[config.mk]
export PLATFORM = sky130hd
export DESIGN_NAME = memmap_decoder
export DESIGN_NICKNAME = d
export VERILOG_FILES = /design/src/rtl/memmap_decoder.sv
export SDC_FILE = /design/constraint.sdc
export NUM_CORES = 1
export LEC_CHECK = 0
export BUFFER_PORTS_ARGS = -buffer_cell sky130_fd_sc_hd__clkbuf_2
export CORE_AREA = 10 10 47 49
export CTS_BUF_LIST = sky130_fd_sc_hd__clkbuf_2
export DETAILED_ROUTE_END_ITERATION = 16
export DIE_AREA = 0 0 57 59
export HOLD_SLACK_MARGIN = 0.03
export PLACE_DENSITY_LB_ADDON = 0.08
export SLEW_MARGIN = 15
export SYNTH_ARGS = -nofsm -noshare
export SYNTH_HDL_FRONTEND = slang
export SYNTH_SLANG_ARGS = --single-unit
[constraint.sdc]
create_clock -name clk -period 1.93 [get_ports clk]
set_input_delay 0.193 -clock clk [delete_from_list [all_inputs] [get_ports clk]]
set_output_delay 0.193 -clock clk [all_outputs]
set_load 0.05 [all_outputs]
[src/rtl/memmap_decoder.sv]
module memmap_decoder #(
  parameter int PAGE_W     = 9,
  parameter int IO_BASE    = 384,
  parameter int IO_WINDOWS = 7,
  parameter int ROM_BASE   = 416
) (
  input  logic                  clk,
  input  logic                  rst_n,
  input  logic [PAGE_W:0]       addr_hi,
  input  logic                  addr_valid,
  input  logic                  rd_wr_n,
  output logic                  ram_sel_n,
  output logic                  rom_sel_n,
  output logic [IO_WINDOWS-1:0] io_sel_n,
  output logic                  wait_en_n,
  output logic                  ready
);
  localparam int SLOT_W  = $clog2(IO_WINDOWS + 1);
  localparam int IO_SPAN = 1 << SLOT_W;
  localparam logic [PAGE_W-1:0] IO_LO  = PAGE_W'(IO_BASE);
  localparam logic [PAGE_W-1:0] IO_HI  = PAGE_W'(IO_BASE + IO_SPAN);
  localparam logic [PAGE_W-1:0] ROM_LO = PAGE_W'(ROM_BASE);

  logic              upper_bank;
  logic [PAGE_W-1:0] page;
  logic [SLOT_W-1:0] slot;
  logic              in_io, in_rom, rom_hit, io_hit, slow, slow_q;

  assign upper_bank = addr_hi[PAGE_W];
  assign page       = addr_hi[PAGE_W-1:0];
  assign slot       = page[SLOT_W-1:0];

  assign in_io  = !upper_bank && page >= IO_LO && page < IO_HI;
  assign in_rom = !upper_bank && page >= ROM_LO;

  assign ram_sel_n = ~(addr_valid && !in_io && !in_rom);
  assign rom_hit   = addr_valid && in_rom && rd_wr_n;
  assign rom_sel_n = ~rom_hit;

  for (genvar i = 0; i < IO_WINDOWS; i++) begin : g_win
    assign io_sel_n[i] = ~(addr_valid && in_io && slot == SLOT_W'(i));
  end

  assign io_hit    = ~&io_sel_n;
  assign slow      = rom_hit || io_hit;
  assign wait_en_n = ~slow;

  always_ff @(posedge clk or negedge rst_n) begin
    if (!rst_n) begin
      slow_q <= 1'b0;
      ready  <= 1'b1;
    end else begin
      slow_q <= slow;
      ready  <= ~(slow && !slow_q);
    end
  end
endmodule


### Yosys cells after proc, flatten, opt, wreduce, memory -nomap -nowiden

Cells that the tools add are included.

| storage, ports and cells | value |
|---|---|
| flip-flop bits (word level) | 2 |
| bits of input ports | 14 |
| output and inout port bits | 11 |
| logic and storage cells | 46 |

| cells by class | value |
|---|---|
| magnitude comparators | 3 |
| equal/unequal tests | 6 |
| bitwise operators | 11 |
| reductions and logical operators | 24 |

Operator list:

| cell | number |
|---|---|
| $ge A9 B9 Y1 const B | 2 |
| $logic_and A1 B1 Y1 | 16 |
| $not A1 Y1 | 11 |
| $eq A3 B3 Y1 const B | 3 |
| $lt A9 B9 Y1 const B | 1 |
| $reduce_and A7 Y1 | 1 |
| $eq A3 B2 Y1 const B | 2 |
| $logic_not A1 Y1 | 5 |
| $eq A3 B1 Y1 const B | 1 |
| $logic_not A3 Y1 | 1 |
| $logic_or A1 B1 Y1 | 1 |

### Logic depth before layout (Yosys ltp)

Gate-level depths: netlist of run 1.

| logic depth | value |
|---|---|
| depth after elaboration | 11 |
| gate-level depth with buffers | 3 |
| depth with buffers taken out | 3 |

### Worst setup path before layout of run 1

OpenSTA, ideal clock, no wires.

| timing | value |
|---|---|
| kind | input-to-output |
| start point | input port addr_hi[4] |
| end point | output port ram_sel_n |
| arrival | 1.499 ns |
| data required time | 1.737 ns |
| slack | 0.238 ns |
| stages | 3 |
| path buffers | 0 |
| cells stage by stage | nor2_1 -> nor3_1 -> o31ai_1 |

| on the way | value |
|---|---|
| word-level cells in the longest chain between the ends | 7 |
| elaborated cells on any way between the ends | 11 |
| those cells by class | 3 x order compare; 1 x bitwise; 7 x reduce/logical |

RTL lines:

| what | RTL line | text |
|---|---|---|
| start: declaration | 9 | `input logic [PAGE_W:0] addr_hi,` |
| $ge A9 B9 Y1 | 33 | `assign in_io = !upper_bank && page >= IO_LO && page < IO_HI;` |
| $logic_and A1 B1 Y1 (2 in a row) | 33 |  |
| $logic_not A1 Y1 | 36 | `assign ram_sel_n = ~(addr_valid && !in_io && !in_rom);` |
| $logic_and A1 B1 Y1 | 36 |  |
| $logic_and A1 B1 Y1 * | 36 |  |
| $not A1 Y1 * | 36 |  |
| end: declaration | 12 | `output logic ram_sel_n,` |

Mark *: on every way between the ends. The rest lies on a longest branch, timed or not.

### Final worst setup path of run 1

| timing | value |
|---|---|
| start point | input port addr_hi[5] |
| end point | output port io_sel_n[1] |

| on the way | value |
|---|---|
| word-level cells in the longest chain between the ends | 6 |
| elaborated cells on any way between the ends | 7 |
| those cells by class | 2 x order compare; 1 x bitwise; 4 x reduce/logical |

RTL lines:

| what | RTL line | text |
|---|---|---|
| $ge A9 B9 Y1 | 33 |  |
| $logic_and A1 B1 Y1 | 33 |  |
| $logic_and A1 B1 Y1 * | 33 |  |
| $logic_and A1 B1 Y1 * (2 in a row) | 41 | `assign io_sel_n[i] = ~(addr_valid && in_io && slot == SLOT_W'(i));` |
| $not A1 Y1 * | 41 |  |
| end: declaration | 14 | `output logic [IO_WINDOWS-1:0] io_sel_n,` |

Marked as above.

==> summary.md, run 1 <==
| Metric | Value |
|---|---|
| Die footprint | 0.003363 mm² |
| RSZ-0062 raised after global routing | no |
| Vias per inst | roughly 4.3 |
| Count of input and output buffers | 24 |
| CTS Root Cell | clkbuf_2 |
| Initial antenna violation count | 0 |
| TritonCTS Sinks | 2 |
| Pwr/cell area | roughly 440 mW/mm² |
| Vias post-DR | between 300 and 400 |
| Final wirelength | 866 µm |
| Ys flop type | dfstp_2 |
| I/O pin total | 25 |
| Grt met1 use | 0.03924 |
| Fmax | ~600 MHz |
| Avg Cell Area, Syn | about 8.6 µm² |
| Clk slew on worst S/H paths | 0.04 ns |
| Final Core Density | 0.2804 |
| CP Max Fanout | 3 |
| Synthesized area | 222.7 µm² |
| Initial Utilization | 0.1589 |
| Worst path required time | roughly 1.7 ns |
| Final Max Slew Viols | 0 |
| Core Box Area | 0.001401 mm² |
| DR pass1 iterations | 2 |
| Final net count | 70 |
| Share of post-route cells with drive strength above 1 | 0.5636 |
| WL/cell | ~12 µm |
| Outcome | finished, final reports clean |
| Register area share after synthesis | 0.2303 |
| Hold Fails Final Rpt | 0 |
| Htree depth | 1 |
| GR Layer Usage met3 | 0.03004 |
| Final critical-path share of the clock period | 0.8601 |
| Global-route wire length before repair | 1435 µm |
| Die Width | between 50 and 60 µm |
| Vias in the first global route | 337 |
| Number of enable flip-flop cells after synthesis | 0 |
| Most Crowded Layer GR | met2 |
| Syn_nets | 40 |
| Yosys reg bits | 2 |
| GRT Util Overall | 0.05447 |
| Total negative slack | 0 ns |
| Synth warnings | 0 |
| Peak supply drop | 0.09421 mV |
| CP arrival | 1.47 ns |
| Post-Syn Instances | 26 |
| Max Cap Violations | 0 |
| Clock buffer depth | 2 |
| Layout area overhead | 76.40% |
| Post-CTS Setup Bufs | 0 |
| Cell variety after synth | 17 |
| Max-slew headroom | 0.8094 |
| Row cnt | 14 |
| Largest net degree at the start of global routing | 9 |
| Fin crit period | about 1.7 ns |
| Crit path capture type | primary output |
| Clk_lat worst skew | roughly 0.2 ns |
| Crit path kind | input port to primary output |
| Min-delay worst type | input port to flip-flop |
| Worst slew pin tran | roughly 0.29 ns |
| CTS tree | done |
| TritonCTS buffer count | 3 |
| Die Ht | between 50 and 60 µm |
| CP startpoint kind | input port |
| Final Skew | 0.01063 ns |
| Diode count | 0 |
| Leakage | between 0.15 and 0.2 nW |
| Async set or reset register ratio after synthesis | 1.000 |
| GRT Residual Overflow | 0 |
| Gpl congestion | between 0.5 and 0.6 |
| DRC viols | 0 |
| M2 GR Usage | 0.1085 |
| Routed Antenna Nets | 0 |
| 1st-iter DRT viols | 4 |
| Final setup vio count | 0 |
[routing by layer]
metal  up-vias  share of wire
li1        161              -
met1       140           0.33
met2         5           0.62
met3         0          0.048
met4         0              0
met5         -              0
[sequential cells by signal, indices dropped and copies added (netlist names)]
| register | count |
|---|---|
| slow_q | 1 |
| ready | 1 |
[area by class of cell]
class                      count  area (µm²)
timing repair buffer          25       130.1
sequential                     2       51.30
clock buffer                   4       20.02
tap                           16       20.02
multi-input combinational     24       171.4
fill                         170        1008
[cell usage in the layout (no fill, tap or decap)]
cell,netlist,final
a21oi_1,1,1
and2_2,1,1
and4b_1,1,1
clkbuf_2,0,28
dfrtp_1,1,1
dfstp_2,1,1
dlygate4sd3_1,0,1
nand2_1,3,3
nand2b_1,1,1
nand3_1,2,2
nand3b_1,1,1
nand4b_1,4,4
nor2_1,3,3
nor3_1,1,1
nor4_4,1,1
o21a_1,1,1
o31ai_1,1,1
or3_1,1,1
or4b_1,2,2
[cells by family (layout without fill, tap and decap cells)]
| family | Yosys count | after routing | synth area share |
|---|---|---|---|
| compound gates | 3 | 3 | 0.08989 |
| buf+inv | 0 | 29 | 0 |
| flops | 2 | 2 | 0.2303 |
| simple gates | 21 | 21 | 0.6798 |
[stage by stage]
step                      hold slack [ns]  power (mW)  instance area, µm²  setup WS, ns  std cells
after detailed placement         -0.01431     0.09116               362.8        0.2683         66
after global placement           -0.01929     0.09195               362.8        0.2704         66
after CTS                          0.2732      0.1775               392.9        0.2643         71
after global routing               0.2865      0.1866               392.9        0.1954         71
final                              0.2801      0.1717               392.9        0.2700         71
after floorplan                   -0.1026     0.06436               222.7        0.2382         26
[critical path, stage by stage]
cell,delay (ns)
clkbuf_2,0.11
nor4_4,0.32
nand2_1,0.10
or4b_1,0.49
clkbuf_2,0.25
[timing repair]
| item | 4_1_cts | 5_1_grt |
|---|---|---|
| resized for setup | 0 | 0 |
| hold buffers | 1 | 0 |
| hold endpoints to repair | 2 | 0 |
[synthesized netlist by cell type, drive strengths merged (2+ instances only)]
master | number | share of area
nor2 | 3 | 0.051
or4b | 2 | 0.090
nand2 | 3 | 0.051
nand4b | 4 | 0.16
nand3 | 2 | 0.045
[where the power goes]
group          switching [mW]  internal, mW  total [mW]
registers            0.000132        0.0432      0.0433
clock network          0.0254        0.0543      0.0796
logic                  0.0289        0.0198      0.0487
total                  0.0544         0.117       0.172
[path summary, 6_finish.rpt]
path	startpoint	endpoint	slack, ns	cells past startpoint
setup / recovery	addr_hi[5]	io_sel_n[1]	0.27	5
hold / removal	addr_valid	slow_q	0.28	3
setup reg to reg	slow_q	ready	1.12	1
hold reg to reg	slow_q	ready	0.45	1
max in group asynchronous	rst_n	ready	1.41	2
min in group asynchronous	rst_n	slow_q	0.32	2
(Power assumes the default switching activity.)
==> run 2: changes to the inputs <==
Settings changed: PLACE_DENSITY_LB_ADDON 0.08 to 0.12.
==> run 2 against run 1 <==
Net effect:
- utilization stayed put
- sequential power about the same
- clock skew up 0.0017 ns
- clock power grew 3.8%
- power increased by 1.7%
- global-route usage down 0.13 points
- hold slack got worse by 0.0097 ns
- count of clock-buffer cells in the layout unchanged
- fmax rose by 1.1%
- combinational power about the same
- largest cell class unchanged
==> summary.md, run 2 (synthesized netlist as in run 1, its figures left out) <==
| Metric | Value |
|---|---|
| Slowest CP cell | or4b_1 |
| Diode count | 0 (unchanged) |
| Final critical-path share of the clock period | 0.8508 (-0.009313) |
| Initial antenna violation count | 0 (unchanged) |
| Leakage | 0.1759 nW (unchanged) |
| Switching share of power | 0.3280 (+0.01111) |
| Core Box Area | 0.001401 mm² (unchanged) |
| Placed cell area | 362.8 µm² (unchanged) |
| Fillcell total | 160 (-5.9%) |
| Final wirelength | 863 µm (-0.35%) |
| RSZ-0062 raised after global routing | no |
| GRT Util Overall | 0.05313 (-0.001343) |
| Fmax | 609.0 MHz (+1.1%) |
| Vias per inst | 4.521 (+4.9%) |
| Routed Antenna Nets | 0 (unchanged) |
| Layout area overhead | 76.40% (unchanged) |
| Int Power | 117.3 µW (about the same) |
| TritonCTS Sinks | 2 (unchanged) |
| CP arrival | 1.45 ns (-0.02 ns) |
| I/O pin total | 25 (unchanged) |
| Htree depth | 1 (unchanged) |
| Die Ht | 59 µm (unchanged) |
| Max-slew headroom | 0.8057 (-0.003728) |
| Max Cap Violations | 0 (unchanged) |
| Commonest non-fill, non-tap cell in the layout | clkbuf_2 |
| Worst slew pin tran | 0.2927 ns (+0.005615 ns) |
| Register area | 51.30 µm² (unchanged) |
| Outcome | finished, final reports clean |
| Crit path capture type | primary output |
| Final Skew | 0.01236 ns (+0.001729 ns) |
| Clock network power share | 0.473 (+0.009) |
| Row cnt | 14 (unchanged) |
| Min-delay worst type | input port to flip-flop |
| Total negative slack | 0 ns (unchanged) |
| CP startpoint kind | input port |
| DRC viols | 0 (unchanged) |
| Vias in the first global route | 343 (+1.8%) |
| Critical Path Most Common Cell | clkbuf_2 |
| Power share of the combinational group | 0.279 (-0.005) |
| Die footprint | 0.003363 mm² (unchanged) |
| Sequential share of power | 0.248 (-0.004) |
| Global-route wire length before repair | 1421 µm (-0.98%) |
| Fin crit period | 1.642 ns (-0.01798 ns) |
| 1st-iter DRT viols | 9 (+5) |
| Regs by FF count | ready x1, slow_q x1 |
| CP Cell Sequence | clkbuf_2 > nor4_4 > nand2_1 > or4b_1 > clkbuf_2 |
| Final Max Slew Viols | 0 (unchanged) |
| Count of input and output buffers | 24 (unchanged) |
| Pwr/cell area | 444.4 mW/mm² (+1.7%) |
| Final hold slack | 0.2704 ns (-0.009687 ns) |
| Worst path required time | 1.74 ns (about the same) |
| Hold Fails Final Rpt | 0 (unchanged) |
| Worst stage delay on the critical path | 0.49 ns (about the same) |
| Final setup vio count | 0 (unchanged) |
| Largest net degree at the start of global routing | 9 (unchanged) |
| Number of buffers inserted by hold repair at cts | 1 (unchanged) |
| CTS Root Cell | clkbuf_2 |
| CTS tree | done |
| Final net count | 70 (unchanged) |
| Fin area | 392.9 µm² (unchanged) |
| DR pass1 iterations | 4 (+2) |
| Gpl congestion | 0.6446 (+15%) |
| GRT Residual Overflow | 0 (unchanged) |
| Net Switching | 57.28 µW (+5.3%) |
| Clock buffer depth | 2 (unchanged) |
| TritonCTS buffer count | 3 (unchanged) |
| PostCTS Resize Cnt | 0 (unchanged) |
| WL/cell | 12.15 µm (-0.35%) |
| Vias post-DR | 321 (+4.9%) |
| Highest-count cells in the layout ignoring fill and taps | 28 x clkbuf_2, 4 x nand4b_1, 3 x nor2_1, 3 x nand2_1 |
| Area of the multi-input gates | 171.4 µm² (unchanged) |
| Clk slew on worst S/H paths | 0.04 ns (about the same) |
| CP Max Fanout | 3 (unchanged) |
| Peak supply drop | 0.1026 mV (+8.9%) |
| Initial Utilization | 0.1589 (unchanged) |
| Crit path kind | input port to primary output |
| Clk_lat worst skew | 0.20 ns (about the same) |
| Post-CTS Setup Bufs | 0 (unchanged) |
| Share of post-route cells with drive strength above 1 | 0.5636 (unchanged) |
| Die Width | 57 µm (unchanged) |
==> run 2: routing by layer <==
metal  share of wire  GRT usage  vias up  routed length (µm)
met5               0          0        -                   0
met4               0    0.04027        0                   0
met3           0.074    0.02575        0                  64
met2            0.57    0.09612        9                 488
met1            0.36    0.04389      152                 310
li1                -          -      160                   -
==> run 2: critical path: cells and delay by family <==
kind	cells	cell delay, ns
buf+inv	2	0.37
simple gates	3	0.88
==> run 2: through the flow <==
step / setup slack (ns) / util / total power [mW] / instances
finish: 0.2880 / 0.2804 / 0.1746 / 71
global route: 0.1428 / 0.2804 / 0.1862 / 71
CTS: 0.2734 / 0.2804 / 0.1801 / 71
detailed placement: 0.2749 / 0.2589 / 0.09127 / 66
global placement: 0.2733 / 0.2589 / 0.09196 / 66
floorplan: 0.2382 / - / 0.06436 / 26
==> run 2: power groups by stage <==
stage | Clock [mW] | Combinational [mW] | Sequential (mW)
4_1_cts | 0.0877 | 0.0491 | 0.0433
3_5_place_dp | 0 | 0.0475 | 0.0437
2_1_floorplan | 0 | 0.0194 | 0.0449
3_3_place_gp | 0 | 0.0482 | 0.0437
5_1_grt | 0.0889 | 0.0540 | 0.0433
6_report | 0.0826 | 0.0488 | 0.0433
==> run 2: area by class of cell <==
type	instances	share of cell area
clock buffer	4	0.05096
multi-input combinational	24	0.4363
sequential	2	0.1306
tap	16	0.05096
timing repair buffer	25	0.3312
==> run 2: worst paths after layout <==
| kind | from | to | slack (ns) | depth (start not counted) |
|---|---|---|---|---|
| worst max-delay path | addr_hi[5] | io_sel_n[1] | 0.29 | 5 |
| worst min-delay path | addr_valid | slow_q | 0.27 | 3 |
| worst max register to register | slow_q | ready | 1.12 | 1 |
| worst min register to register | slow_q | ready | 0.46 | 1 |
| max in group asynchronous | rst_n | ready | 1.41 | 2 |
| min in group asynchronous | rst_n | slow_q | 0.31 | 2 |
